==> src/rtl/regstat_pkg.sv <==
package regstat_pkg;

  localparam int unsigned REGSTAT_REGS   = 16;
  localparam int unsigned REGSTAT_DATA_W = 64;
  localparam int unsigned REGSTAT_TAG_W  = 4;

  // Strobes handed from the tag control to the value datapath.
  typedef struct packed {
    logic fwdA;   // srcA takes the broadcast data this cycle
    logic fwdB;   // srcB takes the broadcast data this cycle
  } strobes_t;

endpackage

==> src/rtl/regstat_ctrl.sv <==
module regstat_ctrl #(
  parameter int unsigned NUM_REGS = regstat_pkg::REGSTAT_REGS,
  parameter int unsigned TAG_W    = regstat_pkg::REGSTAT_TAG_W,
  localparam int unsigned IDX_W   = $clog2(NUM_REGS)
) (
  input  logic                   clk,
  input  logic                   rstN,
  input  logic                   issueValid,
  input  logic [IDX_W-1:0]       issueDest,
  input  logic [TAG_W-1:0]       issueTag,
  input  logic [IDX_W-1:0]       srcA,
  input  logic [IDX_W-1:0]       srcB,
  input  logic                   bcastValid,
  input  logic [TAG_W-1:0]       bcastTag,
  output logic [TAG_W-1:0]       srcATag,
  output logic [TAG_W-1:0]       srcBTag,
  output logic [NUM_REGS-1:0]    valWe,
  output regstat_pkg::strobes_t  strobes
);

  logic [TAG_W-1:0] tagQ [NUM_REGS];
  logic             bcastLive;
  logic [TAG_W-1:0] rawA;
  logic [TAG_W-1:0] rawB;

  // A zero tag means "blank" and can never match.
  assign bcastLive = bcastValid && (bcastTag != '0);

  for (genvar i = 0; i < NUM_REGS; i++) begin : g_tag
    logic destHit;
    assign destHit  = issueValid && (issueDest == IDX_W'(i));
    assign valWe[i] = bcastLive && (tagQ[i] == bcastTag);

    always_ff @(posedge clk) begin
      if (!rstN) begin
        tagQ[i] <= '0;
      end else if (destHit) begin
        tagQ[i] <= issueTag;         // newest writer wins
      end else if (valWe[i]) begin
        tagQ[i] <= '0;               // result arrived
      end
    end
  end

  assign rawA = tagQ[srcA];
  assign rawB = tagQ[srcB];

  always_comb begin
    strobes      = '0;
    strobes.fwdA = bcastLive && (rawA == bcastTag);
    strobes.fwdB = bcastLive && (rawB == bcastTag);
    srcATag      = strobes.fwdA ? '0 : rawA;
    srcBTag      = strobes.fwdB ? '0 : rawB;
  end

endmodule

==> src/rtl/regstat_data.sv <==
module regstat_data #(
  parameter int unsigned NUM_REGS = regstat_pkg::REGSTAT_REGS,
  parameter int unsigned DATA_W   = regstat_pkg::REGSTAT_DATA_W,
  localparam int unsigned IDX_W   = $clog2(NUM_REGS)
) (
  input  logic                  clk,
  input  logic                  rstN,
  input  logic [NUM_REGS-1:0]   valWe,
  input  logic [DATA_W-1:0]     bcastData,
  input  logic [IDX_W-1:0]      srcA,
  input  logic [IDX_W-1:0]      srcB,
  input  regstat_pkg::strobes_t strobes,
  output logic [DATA_W-1:0]     srcAValue,
  output logic [DATA_W-1:0]     srcBValue
);

  logic [DATA_W-1:0] valQ [NUM_REGS];

  for (genvar i = 0; i < NUM_REGS; i++) begin : g_val
    always_ff @(posedge clk) begin
      if (!rstN) begin
        valQ[i] <= '0;
      end else if (valWe[i]) begin
        valQ[i] <= bcastData;
      end
    end
  end

  assign srcAValue = strobes.fwdA ? bcastData : valQ[srcA];
  assign srcBValue = strobes.fwdB ? bcastData : valQ[srcB];

endmodule

==> src/rtl/reg_status_table.sv <==
module reg_status_table #(
  parameter int unsigned NUM_REGS = regstat_pkg::REGSTAT_REGS,
  parameter int unsigned DATA_W   = regstat_pkg::REGSTAT_DATA_W,
  parameter int unsigned TAG_W    = regstat_pkg::REGSTAT_TAG_W,
  localparam int unsigned IDX_W   = $clog2(NUM_REGS)
) (
  input  logic              clk,
  input  logic              rstN,
  input  logic              issueValid,
  input  logic [IDX_W-1:0]  issueDest,
  input  logic [TAG_W-1:0]  issueTag,
  input  logic [IDX_W-1:0]  srcA,
  input  logic [IDX_W-1:0]  srcB,
  input  logic              bcastValid,
  input  logic [TAG_W-1:0]  bcastTag,
  input  logic [DATA_W-1:0] bcastData,
  output logic [TAG_W-1:0]  srcATag,
  output logic [DATA_W-1:0] srcAValue,
  output logic [TAG_W-1:0]  srcBTag,
  output logic [DATA_W-1:0] srcBValue
);

  logic [NUM_REGS-1:0]   valWe;
  regstat_pkg::strobes_t strobes;

  regstat_ctrl #(.NUM_REGS(NUM_REGS), .TAG_W(TAG_W)) u_ctrl (
    .clk        (clk),
    .rstN       (rstN),
    .issueValid (issueValid),
    .issueDest  (issueDest),
    .issueTag   (issueTag),
    .srcA       (srcA),
    .srcB       (srcB),
    .bcastValid (bcastValid),
    .bcastTag   (bcastTag),
    .srcATag    (srcATag),
    .srcBTag    (srcBTag),
    .valWe      (valWe),
    .strobes    (strobes)
  );

  regstat_data #(.NUM_REGS(NUM_REGS), .DATA_W(DATA_W)) u_data (
    .clk       (clk),
    .rstN      (rstN),
    .valWe     (valWe),
    .bcastData (bcastData),
    .srcA      (srcA),
    .srcB      (srcB),
    .strobes   (strobes),
    .srcAValue (srcAValue),
    .srcBValue (srcBValue)
  );

endmodule

==> config.mk <==
export PLATFORM = sky130hd
export DESIGN_NAME = reg_status_table
export DESIGN_NICKNAME = d
export VERILOG_FILES = /design/src/rtl/regstat_pkg.sv /design/src/rtl/regstat_ctrl.sv /design/src/rtl/regstat_data.sv /design/src/rtl/reg_status_table.sv
export SDC_FILE = /design/constraint.sdc
export NUM_CORES = 2
export LEC_CHECK = 0
export BUFFER_PORTS_ARGS = -buffer_cell sky130_fd_sc_hd__buf_2
export CAP_MARGIN = 0
export CORE_MARGIN = 8
export CORE_UTILIZATION = 38
export CTS_CLUSTER_SIZE = 25
export DETAILED_ROUTE_END_ITERATION = 10
export PLACE_DENSITY = 0.62
export SLEW_MARGIN = 20
export SYNTH_ARGS = -nofsm -noshare
export SYNTH_HDL_FRONTEND = slang
export SYNTH_SLANG_ARGS = --single-unit
==> constraint.sdc <==
create_clock -name clk -period 19.51 [get_ports clk]
set_input_delay 3.902 -clock clk [delete_from_list [all_inputs] [get_ports clk]]
set_output_delay 3.902 -clock clk [all_outputs]
set_load 0.01 [all_outputs]
[After elaboration in Yosys (flattened, before gate mapping)]
Memory sizes are Yosys's and may differ from the RTL's.
Cells that the tools add are included.
W data, S select, Z words.
Operators by class
  equal/unequal tests: 33
  muxes and demuxes: 197
  reductions and logical operators: 37
  bitwise logic cells: 48
Operators with widths (count)
  $mux W64: 18
  $mux W1: 145
  $mux W4: 34
  $eq A4 B4 Y1: 18
  $or A1 B1 Y1: 48
  $logic_and A1 B1 Y1: 35
  $eq A4 B4 Y1 const B: 8
  $eq A4 B3 Y1 const B: 4
  $eq A4 B2 Y1 const B: 2
  $eq A4 B1 Y1 const B: 1
  $logic_not A4 Y1: 1
  $reduce_bool A4 Y1: 1
Word-level totals
  RAM bits: 1088
  register bits after elaboration: 0
  output and inout port bits: 136
  memories: 2
  bits of input ports: 88
  logic and storage cells: 317
Memories
  u_data.valQ: depth 16, bits a word 64, rd ports 2, clocked after memory_dff 0, write ports 16, RTL line regstat_data.sv:17  | logic [DATA_W-1:0] valQ [NUM_REGS];
  u_ctrl.tagQ: depth 16, bits a word 4, rd ports 18, clocked after memory_dff 0, write ports 16, RTL line regstat_ctrl.sv:21  | logic [TAG_W-1:0] tagQ [NUM_REGS];

[Depth between registers and ports, before layout]
  depth in word-level cells: 8
  mapped depth: 12
  mapped depth without buffers: 7

[Hierarchy]
Synthesis repeated with hierarchy kept, for this count alone.
Unflattened totals
  cells, all modules: 4015
  area, all modules: 60201.5 um^2
By module, submodules not included
  regstat_data: cells each 3588, area each 55303.0 um^2, seq. area each 30749.5 um^2, instances 1
  regstat_ctrl: cells each 427, area each 4898.4 um^2, seq. area each 1921.8 um^2, instances 1

[Worst setup path after synthesis]
OpenSTA, ideal clock, no wires.
  kind: input port to flip-flop
  start point: input port bcastTag[0]
  end point: memory u_ctrl.tagQ[11][0] in the netlist's numbering, enable pin
  slack: 8758 ps
  data arrival time: 10414 ps
  required time: 19172 ps
  setup time: 338 ps
  stages on the path: 7
  path buffers: 3
  cells stage by stage: clkbuf_1 buf_1 buf_1 xnor2_1 nand4_1 o21ai_0 o21bai_1
RTL lines
  start, declared: RTL line reg_status_table.sv:15  | input logic [TAG_W-1:0] bcastTag,
  end, declared: RTL line regstat_ctrl.sv:21

[Worst setup path in the final report]
  start point: input port srcA[3]
  end point: output port srcAValue[61]
Between the ends
  cells in the longest elaborated chain, start to end: 4
  elaborated cells on any way between the ends: 5
  those cells by class: 1 x eq/ne; 1 x mux; 1 x reduce/logical; 2 x memory
RTL lines
  start, declared: RTL line reg_status_table.sv:12  | input logic [IDX_W-1:0] srcA,
  $mem_v2 Z16 W4
  $eq A4 B4 Y1: RTL line regstat_ctrl.sv:50  | strobes.fwdA = bcastLive && (rawA == bcastTag);
  $logic_and A1 B1 Y1: RTL line regstat_ctrl.sv:50
  $mux W64 (*): RTL line regstat_data.sv:29  | assign srcAValue = strobes.fwdA ? bcastData : valQ[srcA];
  end, declared: RTL line reg_status_table.sv:18  | output logic [DATA_W-1:0] srcAValue,
Every way passes the cells marked *; elsewhere a longest branch is shown, timed or not.

==> impl_metrics.yaml <==
status:
  status: "finished clean"
min_path:
  min_path_type: "flop to flop"
clock_network:
  cts_tree: "yes"
  path_clk_slew_ns: 0.06
  cts_sinks: 1088
  cts_buffer_depth: 3
  postCtsSetupBuffers: 0
  clockRootBuffer: "clkbuf_16"
  clock_latency_ns: 0.74
  cts_buffers: 114
  h-tree-depth: 3
  cts_resized: 0
  ctsHoldBuffers: 0
setup_path:
  cp-end-kind: "primary output"
  path_max_fanout: 67
  start_kind: "input port"
  worstPathRequired_ns: 15.61
  worstPathArrival_ns: 8.79
  criticalPathCategory: "input port to primary output"
placement:
  dp.cells: 5825
  gp_congestion: 0.864
  dp.final_hpwl_um: 108000
  numPortBuffers: 223
  pre_cts_ws_ns: 6.33
  place_area_mm2: 0.0630
synth:
  synthesis.nets: 4003
  synth_edf_count: 1088
  ys_warn_count: 0
  synthTopCellsByArea: "edfxtp_1 (54%), mux4_2 (22%), and3_1 (9.3%)"
  syn_avg_cell_area_um2: 15.4
  async_reset_ff_frac: 0
  yosysSeqAreaShare: 0.544
  yosysTopAreaCell: "edfxtp_1"
  synthCells: 3915
  synth_top_cell_area_share: 0.544
  ys_ff_latch: 1088
  syn_area_mm2: 0.0601
  synth.distinct_cells: 49
  synthFlopType: "edfxtp_1"
sta:
  worst_slew_pin_slew_ns: 1.18
  max_freq_ghz: 0.0788
  finalCritPeriodShare: 0.650
  relSlewSlack: 0.216
  setup_viol: 0
  setup_tns_ns: 0
  final_hold_viol_count: 0
  rsz0062_at_grt: "false"
  period_needed_ns: 12.69
  fin_hold_ws_ns: 0.988
  slew_viol_final: 0
  fin_worst_skew_ns: 0.0299
  worst_slack_ns: 6.82
final_layout:
  finalNetCount: 3959
  layout_common_cells: "edfxtp_1 (1088), and3_1 (897), mux4_2 (584)"
  multi_input_area_mm2: 0.0259
  drive_gt1_frac: 0.316
  stdcell_count: 6038
  final_common_cell: "edfxtp_1"
  fillerInstances: 13900
  regArea_mm2: 0.0327
  design_area_mm2: 0.0668
  area_growth_pct: 11.1
power_and_ir_drop:
  combPwrFrac: 0.140
  p_sw_uw: 1480
  irDropWorstVdd_v: 0.0000798
  pwr_density_cell_mw_per_mm2: 86.5
  p_seq_frac: 0.476
  swShare: 0.256
  leakagePower_uw: 0.0265
  p_int_uw: 4290
  p_clk_frac: 0.384
floorplan:
  ioPinCount: 224
  fp.dieArea_mm2: 0.171
  fp.dieW_um: 414
  core_mm2: 0.158
  rows: 146
  die_h_um: 414
  start_util: 0.381
detailed_routing:
  first_pass_iters: 6
  vias: 38700
  drt_iter0_drc: 5297
  post_drt_via_cell_ratio: 6.40
  drc: 0
  route.met3.wl_um: 18600
  drt-total-wl_um: 201000
  top_layer: "met5"
  wl_per_cell_um: 33.3
  wl_met1_um: 79100
  final_antenna_net_count: 0
  route.met2.wl_um: 96600
global_routing:
  grt_pass1_wl_um: 286000
  grt-ovfl-total: 0
  grt_max_degree: 146
  grt_pass1_vias: 38900
  antenna_found_initial: 22
  grt.total_usage: 0.229
job:
  cap_viol_max_count: 0
## through the flow
stage / utilization / power (uW)
finish: 0.424 / 5770
global route: 0.423 / 5920
detailed placement: 0.400 / 3610
global placement: 0.400 / 3600
floorplan: - / 3300
CTS: 0.423 / 5790
## registers in the layout, summed over array words and instances, names as in the netlist
register / count
u_data.valQ: 1024
u_ctrl.tagQ: 64
## final cells by class
class / count / area share
antenna: 3 / 0.000112
clock buffer: 133 / 0.0441
clock inverter: 75 / 0.0114
inverter: 2 / 0.000150
multi-input combinational: 2354 / 0.388
sequential: 1088 / 0.489
tap: 2072 / 0.0388
timing repair buffer: 311 / 0.0285
## worst max-delay path, cell delays in order
cell and delay (ns):
buf_6 0.33, buf_4 0.90, nand2_1 0.34, o22a_1 0.32, a2111oi_0 0.41, nor4_1 0.14
a211o_1 0.29, nor3_4 0.52, buf_4 0.89, mux2_2 0.43, buf_2 0.14
## Yosys cell counts, types with 5 or more instances
| cell type | instances |
|---|---|
| a211oi_1 | 64 |
| clkbuf_1 | 384 |
| buf_1 | 56 |
| o22ai_1 | 11 |
| and3_1 | 897 |
| nand2_1 | 13 |
| nand4_1 | 15 |
| a21oi_1 | 68 |
| and2_1 | 258 |
| a221oi_1 | 8 |
| nor2_1 | 43 |
| o21ai_0 | 16 |
| mux4_2 | 584 |
| edfxtp_1 | 1088 |
| mux2i_1 | 91 |
| buf_2 | 20 |
| o21bai_1 | 15 |
| xor2_1 | 8 |
| nand2b_1 | 5 |
| mux2_4 | 32 |
| buf_6 | 6 |
| mux2_2 | 122 |
| xnor2_1 | 65 |
## final timing paths
kind / slack [ns] / from / depth (start not counted) / endpoint
max: 6.82 / srcA[3] / 11 / srcAValue[61]
min: 0.99 / u_ctrl.tagQ[1][0]$_SDFFCE_PP0P_ / 3 / u_data.valQ[1][3]$_SDFFCE_PN0P_
max reg2reg: 15.75 / u_ctrl.tagQ[14][1]$_SDFFCE_PP0P_ / 6 / u_ctrl.tagQ[14][3]$_SDFFCE_PP0P_
min reg2reg: 0.99 / u_ctrl.tagQ[1][0]$_SDFFCE_PP0P_ / 3 / u_data.valQ[1][3]$_SDFFCE_PN0P_
## metal layers
| layer | vias up | track usage |
|---|---|---|
| met2 | 2196 | 0.376 |
| met3 | 368 | 0.0418 |
| met4 | 10 | 0.0736 |
| met5 | - | 0 |
| li1 | 15700 | - |
| met1 | 20400 | 0.310 |
## cells by family (layout without fill, tap and decap cells)
kind of cell	after synthesis	count (layout)	share of synthesized area
other cells	0	3	0
compound gates	195	195	0.0210
xor+xnor	73	73	0.0106
simple gates	1255	1255	0.128
flops	1088	1088	0.544
mux	831	831	0.265
buf+inv	473	521	0.0311
## power groups by stage
stage	registers [uW]	clock network, uW	logic, uW
after floorplan	2790	0	506
after global placement	2790	0	805
after detailed placement	2800	0	809
after CTS	2750	2230	811
after global routing	2760	2310	849
final	2750	2220	808
Power figures use the tool's default switching activity.
